**config.mk**
```make
export PLATFORM = sky130hd
export DESIGN_NAME = clkpwr_ctrl
export DESIGN_NICKNAME = d
export VERILOG_FILES = /design/src/rtl/clkpwr_pkg.sv /design/src/rtl/cp_divider.sv /design/src/rtl/cp_rst_qual.sv /design/src/rtl/cp_mode_reg.sv /design/src/rtl/clkpwr_ctrl.sv
export SDC_FILE = /design/constraint.sdc
export NUM_CORES = 1
export LEC_CHECK = 0
export CAP_MARGIN = 20
export CORE_AREA = 3 3 40 42
export DETAILED_ROUTE_END_ITERATION = 8
export DIE_AREA = 0 0 43 45
export PLACE_DENSITY_LB_ADDON = 0.2
export SLEW_MARGIN = 15
export SYNTH_ARGS = -nofsm -noshare
export SYNTH_HDL_FRONTEND = slang
export SYNTH_SLANG_ARGS = --single-unit
```
**constraint.sdc**
```tcl
create_clock -name clk -period 1.3 [get_ports clk]
set_input_delay 0.195 -clock clk [delete_from_list [all_inputs] [get_ports clk]]
set_output_delay 0.195 -clock clk [all_outputs]
set_load 0.03 [all_outputs]
```
**src/rtl/clkpwr_pkg.sv**
```systemverilog
package clkpwr_pkg;
  localparam int unsigned BIT_IDLE = 0;
  localparam int unsigned BIT_PD   = 1;
  localparam int unsigned PCON_W   = 2;

  typedef struct packed {
    logic pd;
    logic idle;
  } mode_t;
endpackage

```
**src/rtl/cp_divider.sv**
```systemverilog
module cp_divider #(
  parameter int unsigned STATES_PER_MC = 6
) (
  input  logic clk,
  input  logic sys_rst,
  input  logic run,
  output logic tick_pre,
  output logic mc_last
);
  localparam int unsigned SW = (STATES_PER_MC > 1) ? $clog2(STATES_PER_MC) : 1;
  localparam logic [SW-1:0] LAST = SW'(STATES_PER_MC - 1);

  logic          phase_q;
  logic [SW-1:0] state_q;

  assign tick_pre = run && phase_q;
  assign mc_last  = (state_q == LAST);

  always_ff @(posedge clk) begin
    if (sys_rst) begin
      phase_q <= 1'b0;
      state_q <= '0;
    end else if (run) begin
      phase_q <= ~phase_q;
      if (phase_q) begin
        if (state_q == LAST) state_q <= '0;
        else                 state_q <= state_q + 1'b1;
      end
    end
  end

  AST_STATE_RANGE: assert property (@(posedge clk) disable iff (sys_rst)
    state_q <= LAST);
endmodule

```
**src/rtl/cp_rst_qual.sv**
```systemverilog
module cp_rst_qual #(
  parameter int unsigned SYNC_STAGES = 2,
  parameter int unsigned RST_MC      = 2
) (
  input  logic clk,
  input  logic sys_rst,
  input  logic rst_pin,
  input  logic mc_tick,
  output logic rst_sync,
  output logic int_rst
);
  localparam int unsigned CW = $clog2(RST_MC + 1);
  localparam logic [CW-1:0] CMAX = CW'(RST_MC);

  logic [SYNC_STAGES-1:0] sync_q;
  logic [CW-1:0]          cnt_q;
  logic                   int_rst_q;

  genvar g;
  generate
    for (g = 0; g < SYNC_STAGES; g++) begin : g_sync
      always_ff @(posedge clk) begin
        if (sys_rst) sync_q[g] <= 1'b0;
        else if (g == 0) sync_q[g] <= rst_pin;
        else             sync_q[g] <= sync_q[(g == 0) ? 0 : g-1];
      end
    end
  endgenerate

  assign rst_sync = sync_q[SYNC_STAGES-1];
  assign int_rst  = int_rst_q;

  always_ff @(posedge clk) begin
    if (sys_rst || !rst_sync) begin
      cnt_q     <= '0;
      int_rst_q <= 1'b0;
    end else begin
      if (mc_tick && cnt_q != CMAX) cnt_q <= cnt_q + 1'b1;
      int_rst_q <= (cnt_q == CMAX);
    end
  end

  AST_RST_DROP: assert property (@(posedge clk) disable iff (sys_rst)
    !rst_sync |=> !int_rst);
endmodule

```
**src/rtl/cp_mode_reg.sv**
```systemverilog
module cp_mode_reg
  import clkpwr_pkg::*;
(
  input  logic              clk,
  input  logic              sys_rst,
  input  logic              int_rst,
  input  logic              pcon_wr,
  input  logic [PCON_W-1:0] pcon_wdata,
  input  logic              irq_pending,
  output mode_t             mode_q,
  output mode_t             mode_d
);
  always_comb begin
    mode_d = mode_q;
    if (int_rst) begin
      mode_d = '0;
    end else if (pcon_wr) begin
      mode_d.pd   = pcon_wdata[BIT_PD];
      mode_d.idle = pcon_wdata[BIT_IDLE] && !pcon_wdata[BIT_PD];
    end else if (irq_pending && mode_q.idle) begin
      mode_d.idle = 1'b0;
    end
  end

  always_ff @(posedge clk) begin
    if (sys_rst) mode_q <= '0;
    else         mode_q <= mode_d;
  end

  AST_RST_CLEARS: assert property (@(posedge clk) disable iff (sys_rst)
    int_rst |=> (!mode_q.idle && !mode_q.pd));
  AST_PD_PRIO: assert property (@(posedge clk) disable iff (sys_rst)
    (pcon_wr && pcon_wdata[BIT_PD] && !int_rst) |=> (mode_q.pd && !mode_q.idle));
  AST_PD_HOLD: assert property (@(posedge clk) disable iff (sys_rst)
    (mode_q.pd && !int_rst && !pcon_wr) |=> mode_q.pd);
endmodule

```
**src/rtl/clkpwr_ctrl.sv**
```systemverilog
module clkpwr_ctrl
  import clkpwr_pkg::*;
#(
  parameter int unsigned STATES_PER_MC = 6,
  parameter int unsigned RST_MC        = 2,
  parameter int unsigned SYNC_STAGES   = 2
) (
  input  logic              clk,
  input  logic              sys_rst,
  input  logic              rst_pin,
  input  logic              irq_pending,
  input  logic              pcon_wr,
  input  logic [PCON_W-1:0] pcon_wdata,
  output logic              core_en,
  output logic              periph_en,
  output logic              osc_run,
  output logic              mc_tick,
  output logic              int_rst
);
  logic  tick_pre, mc_last, rst_sync;
  logic  core_en_q, periph_en_q, osc_run_q, mc_tick_q;
  mode_t mode_q, mode_d;

  cp_divider #(.STATES_PER_MC(STATES_PER_MC)) u_div (
    .clk(clk), .sys_rst(sys_rst), .run(osc_run_q),
    .tick_pre(tick_pre), .mc_last(mc_last)
  );

  cp_rst_qual #(.SYNC_STAGES(SYNC_STAGES), .RST_MC(RST_MC)) u_rq (
    .clk(clk), .sys_rst(sys_rst), .rst_pin(rst_pin), .mc_tick(mc_tick_q),
    .rst_sync(rst_sync), .int_rst(int_rst)
  );

  cp_mode_reg u_mode (
    .clk(clk), .sys_rst(sys_rst), .int_rst(int_rst), .pcon_wr(pcon_wr),
    .pcon_wdata(pcon_wdata), .irq_pending(irq_pending),
    .mode_q(mode_q), .mode_d(mode_d)
  );

  always_ff @(posedge clk) begin
    if (sys_rst) begin
      core_en_q   <= 1'b0;
      periph_en_q <= 1'b0;
      mc_tick_q   <= 1'b0;
      osc_run_q   <= 1'b1;
    end else begin
      core_en_q   <= tick_pre && !mode_d.idle && !mode_d.pd;
      periph_en_q <= tick_pre && !mode_d.pd;
      mc_tick_q   <= tick_pre && mc_last;
      osc_run_q   <= !mode_d.pd || rst_sync;
    end
  end

  assign core_en   = core_en_q;
  assign periph_en = periph_en_q;
  assign mc_tick   = mc_tick_q;
  assign osc_run   = osc_run_q;

  AST_CORE_HALF: assert property (@(posedge clk) disable iff (sys_rst)
    core_en_q |=> !core_en_q);
  AST_PERIPH_HALF: assert property (@(posedge clk) disable iff (sys_rst)
    periph_en_q |=> !periph_en_q);
  AST_IDLE_NO_CORE: assert property (@(posedge clk) disable iff (sys_rst)
    mode_q.idle |-> !core_en_q);
  AST_PD_NO_EN: assert property (@(posedge clk) disable iff (sys_rst)
    mode_q.pd |-> (!core_en_q && !periph_en_q));
  AST_OSC_IN_RST: assert property (@(posedge clk) disable iff (sys_rst)
    rst_sync |=> osc_run_q);
endmodule

```
# After elaboration in Yosys (flattened, before gate mapping)
# Cells that the tools add are included.
[totals]
out_inout_bits = 5
elab_cells = 38
regBits = 15
in_bits = 7
[classes]
n_bitwise = 1
reduce_logical = 15
addsub = 2
muxes = 5
n_eq_ne = 3
[ops]
columns = ["op", "count"]
rows = [
  ["logical AND 1 bit", 8],
  ["logical NOT 1 bit", 4],
  ["adder 3 x 1 -> 3 bit (second input constant)", 1],
  ["== test 3 bit (second input constant)", 1],
  ["2-to-1 mux 1 bit", 3],
  ["2-to-1 mux 3 bit", 1],
  ["adder 2 x 1 -> 2 bit (second input constant)", 1],
  ["== test 2 bit (second input constant)", 1],
  ["logical OR 1 bit", 2],
  ["2-to-1 mux 2 bit", 1],
  ["!= test 2 bit (second input constant)", 1],
  ["AND reduction 2 bit", 1],
  ["NOT 1 bit", 1],
]

# Longest topological paths before layout
[depth]
word_depth = 7
mapped_depth = 5
depth_no_buf = 5

# Hierarchy
# From an unflattened synthesis, not the netlist that was laid out.
[unflattened]
cells_unflattened = 52
hier_area_um2 = 586.8
[modules_own_cells]
columns = ["mod", "seq_area_each_um2", "cells_each", "area_each_um2", "instances"]
rows = [
  ["cp_divider", 80.1, 18, 195.2, 1],
  ["cp_rst_qual", 100.1, 17, 185.2, 1],
  ["clkpwr_ctrl", 80.1, 8, 113.9, 1],
  ["cp_mode_reg", 40.0, 9, 92.6, 1],
]

# Least setup slack after synthesis
# OpenSTA, ideal clock, no wires.
[synth_path]
kind = "flip-flop to flip-flop"
start = "reg osc_run_q (netlist: osc_run)"
end = "reg u_div.state_q[2]"
setup_slack_ps = 52
required_time_ps = 1233
period_less_slack_ps = 1248
arrival_ps = 1181
path_buffers = 0
path_stages_with_launch = 4
cell_sequence = "dfxtp_1 -> nand3_2 -> or3b_1 -> a21oi_2"
[synth_via]
elab_chain_len = 1
[synth_rtl]
columns = ["element", "line", "source"]
rows = [
  ["from (decl)", "clkpwr_ctrl.sv:21", "logic core_en_q, periph_en_q, osc_run_q, mc_tick_q;"],
  ["from (signal assigned)", "clkpwr_ctrl.sv:50", "osc_run_q <= !mode_d.pd || rst_sync;"],
  ["AND reduction 2 bit (no source line)", "-", ""],
  ["to (signal assigned)", "cp_divider.sv:27", "else state_q <= state_q + 1'b1;"],
  ["to (decl)", "cp_divider.sv:14", "logic [SW-1:0] state_q;"],
]
# Every way passes these cells.
# A chain may end at the register's enable or synchronous reset.

# Worst setup path in the final report
[layout_path]
start = "reg mc_tick_q (netlist: mc_tick)"
end = "out mc_tick"
[layout_rtl]
columns = ["element", "line", "source"]
rows = [
  ["from (decl)", "clkpwr_ctrl.sv:21", ""],
  ["from (signal assigned)", "clkpwr_ctrl.sv:49", "mc_tick_q <= tick_pre && mc_last;"],
  ["to (decl)", "clkpwr_ctrl.sv:17", "output logic mc_tick,"],
]
# No word-level cell between the ends.

==> reports/metrics.csv <==
stage,metric,value,unit
floorplanning,CORE AREA,1285,um^2
cells_and_area,final design utilization,55.11,%
cells_and_area,fraction of layout cells with a size suffix above 1,18.57,%
clocking,cts bufs inserted,3,
global_routing,All-Layer GR Usage,11.23,%
global_routing,grt total ovfl,0,
cells_and_area,filler cell count in the final layout,120,
worst_setup_path,CP max FO,2,
cells_and_area,most frequent cells in the layout,"dfxtp_1 (15), nor2_1 (6), clkdlybuf4s50_1 (6)",
sta,final period demand of the worst path,1195,ps
cells_and_area,area taken by flip-flops and latches,300.3,um^2
cells_and_area,n_diodes,0,
floorplanning,# IOs,12,
floorplanning,initial core utilization,41.29,%
worst_setup_path,"Largest delay share family, worst path",buffers and inverters,
global_routing,first-pass GRT wire length,1566,um
clocking,Root Buffer,clkbuf_4,
cells_and_area,multi-input logic area,221.5,um^2
min_path,WHS Path Cells,1,
sta,fin crit share,91.94,%
clocking,clk buf depth,2,
sta,f_max,0.8366,GHz
yosys,gate count of the mapped netlist,52,
cells_and_area,nets,79,
worst_setup_path,Worst path depth,1,
sta,final hold vios,0,
cells_and_area,"most common cell after layout, fill and taps aside",dfxtp_1,
worst_setup_path,Startpoint Class,register,
drt,DRT Pass-1 Iters,4,
worst_setup_path,Setup CP Type,register to output port,
worst_setup_path,"Arr. time, crit path",1000,ps
global_routing,number of global-route vias before repair,375,
place,port bufs,11,
yosys,Synth cell types,21,
pwr,VDD IR-drop max,643.4,uV
drt,1st-iter DRT viols,7,
clocking,CTS H-tree lvls,1,
sta,setup violators final,0,
worst_setup_path,critical path's largest stage delay,390,ps
clocking,clock transition at the registers of the reported paths,80,ps
yosys,Synth Register Bits,15,
drt,DR WL/cell,10.05,um
pwr,pwr dens,1193,nW/um^2
worst_setup_path,crit path buf inv count,1,
drt,DRC,0,
yosys,"Avg Cell Area, Syn",10.20,um^2
outcome,status,"complete, no violations",
drt,Post-DRT Antenna Nets,0,
clocking,clk_lat worst skew,270,ps
floorplanning,Core Rows,13,
global_routing,largest net degree at the start of global routing,10,
clocking,CTS tree,done,
worst_setup_path,Worst Reg-to-Reg Cells,3,
clocking,Post-CTS Setup Inserts,0,
sta,Final Skew,1.826,ps
cells_and_area,Layout Cells excl Fill,85,
place,detailed placer's ending HPWL,640.6,um
cells_and_area,area grow syn2layout,33.49,%
sta,RSZ-0062 raised after global routing,no,
global_routing,antenna violations before repair,0,
place,routability cong.,0.7056,
sta,slew margin rel.,80.11,%
place,placed cells,81,
floorplanning,Die X,43,um
drt,final wirelength,854,um
yosys,syn nets,60,
drt,Via density,4.529,
worst_setup_path,CP Capture Type,output port,
yosys,synth warn,0,
sta,Worst Tran Pin Value,299.6,ps
pwr,leak pwr,0.2830,nW
worst_setup_path,CP max stage cell,dlygate4sd2_1,
sta,Final Max Tran Viols,0,
worst_setup_path,critical-path cell list,dlygate4sd2_1,
drt,routed vias,385,
floorplanning,die height,45,um
min_path,Min-Delay Path Class,register to register,
cells_and_area,fin area,708.2,um^2
floorplanning,Die ar.,1935,um^2
place,Post-DP Area,683.2,um^2
yosys,Syn Std Cell Area,530.5,um^2
worst_setup_path,CP required,1110,ps
clocking,CTS sink cnt,15,
run,MaxCap Viol Count,0,
yosys,post-synthesis sequential area ratio,56.60,%
-- worst paths after layout --
kind / startpoint / to / slack, ps
worst max-delay path: mc_tick / mc_tick / 100
worst min-delay path: u_rq.sync_q[0] / u_rq.rst_sync / 440
worst max register to register: osc_run / u_div.state_q[2] / 180
worst min register to register: u_rq.sync_q[0] / u_rq.rst_sync / 440
-- timing repair --
action / CTS / global route
hold buffers: 0 / 0
hold endpoints to repair: 0 / 0
gates resized for setup: 4 / 1
endpoints found under the setup margin: 4 / 1
-- cell type report --
cell class	count	share of cell area (%)
Tap cell	15	2.650
Multi-Input combinational cell	34	31.27
Sequential cell	15	42.40
Timing Repair Buffer	15	18.73
Clock buffer	3	3.180
Inverter	2	1.060
Clock inverter	1	0.7067
-- logic make-up after synthesis --
logic type      Yosys count  share of synthesized area (%)
mux                       1                          1.887
flops                    15                          56.60
fa+ha+maj                 1                          2.358
xor+xnor                  3                          4.954
compound gates            4                          5.661
simple gates             25                          26.42
buf+inv                   3                          2.122
-- sequential cells by signal, indices dropped and copies added (netlist names) --
name	cells
core_en	1
mc_tick	1
osc_run	1
periph_en	1
u_div.phase_q	1
u_div.state_q	3
u_mode.mode_q	2
u_rq.cnt_q	2
u_rq.int_rst	1
u_rq.rst_sync	1
u_rq.sync_q	1
-- cells in the mapped netlist (all sizes together) --
cell type	instances	area share [%]
a211oi	1	1.4
a21oi	3	4.2
and2b	1	1.4
clkbuf	1	0.71
dfxtp	15	57
ha	1	2.4
inv	2	1.4
mux2i	1	1.9
nand2	4	2.8
nand2b	2	2.4
nand3	1	1.9
nand3b	1	1.4
nor2	6	4.2
nor2b	3	3.5
nor3	2	1.9
nor4	2	2.4
or3	1	1.2
or3b	2	3.3
xnor2	2	3.3
xor2	1	1.7
-- through the flow --
step	total power, mW	hold WS [ps]	TNS, ps	setup WS, ps
2_1_floorplan	0.5573	283.7	0	51.53
4_1_cts	0.8555	450.4	0	82.09
5_1_grt	0.8944	463.2	0	40.60
6_report	0.8445	444.9	0	104.7
3_3_place_gp	0.6007	418.8	-76.24	-43.38
3_5_place_dp	0.6022	429.9	-107.7	-53.32
-- report_power, final --
part / internal (mW) / switching, mW / leakage (nW)
clock: 0.114 / 0.141 / 0.0177
combinational: 0.0484 / 0.0427 / 0.143
sequential: 0.482 / 0.0165 / 0.123
total: 0.644 / 0.201 / 0.283
-- layer usage --
metal | vias up | wire length [um] | track usage [%]
met4 | 0 | 13 | 5.422
met2 | 11 | 349 | 16.47
met3 | 2 | 63 | 5.179
met1 | 162 | 428 | 14.00
li1 | 210 | - | -
met5 | - | 0 | 0
Note: power is estimated with default switching activity, not from simulation.
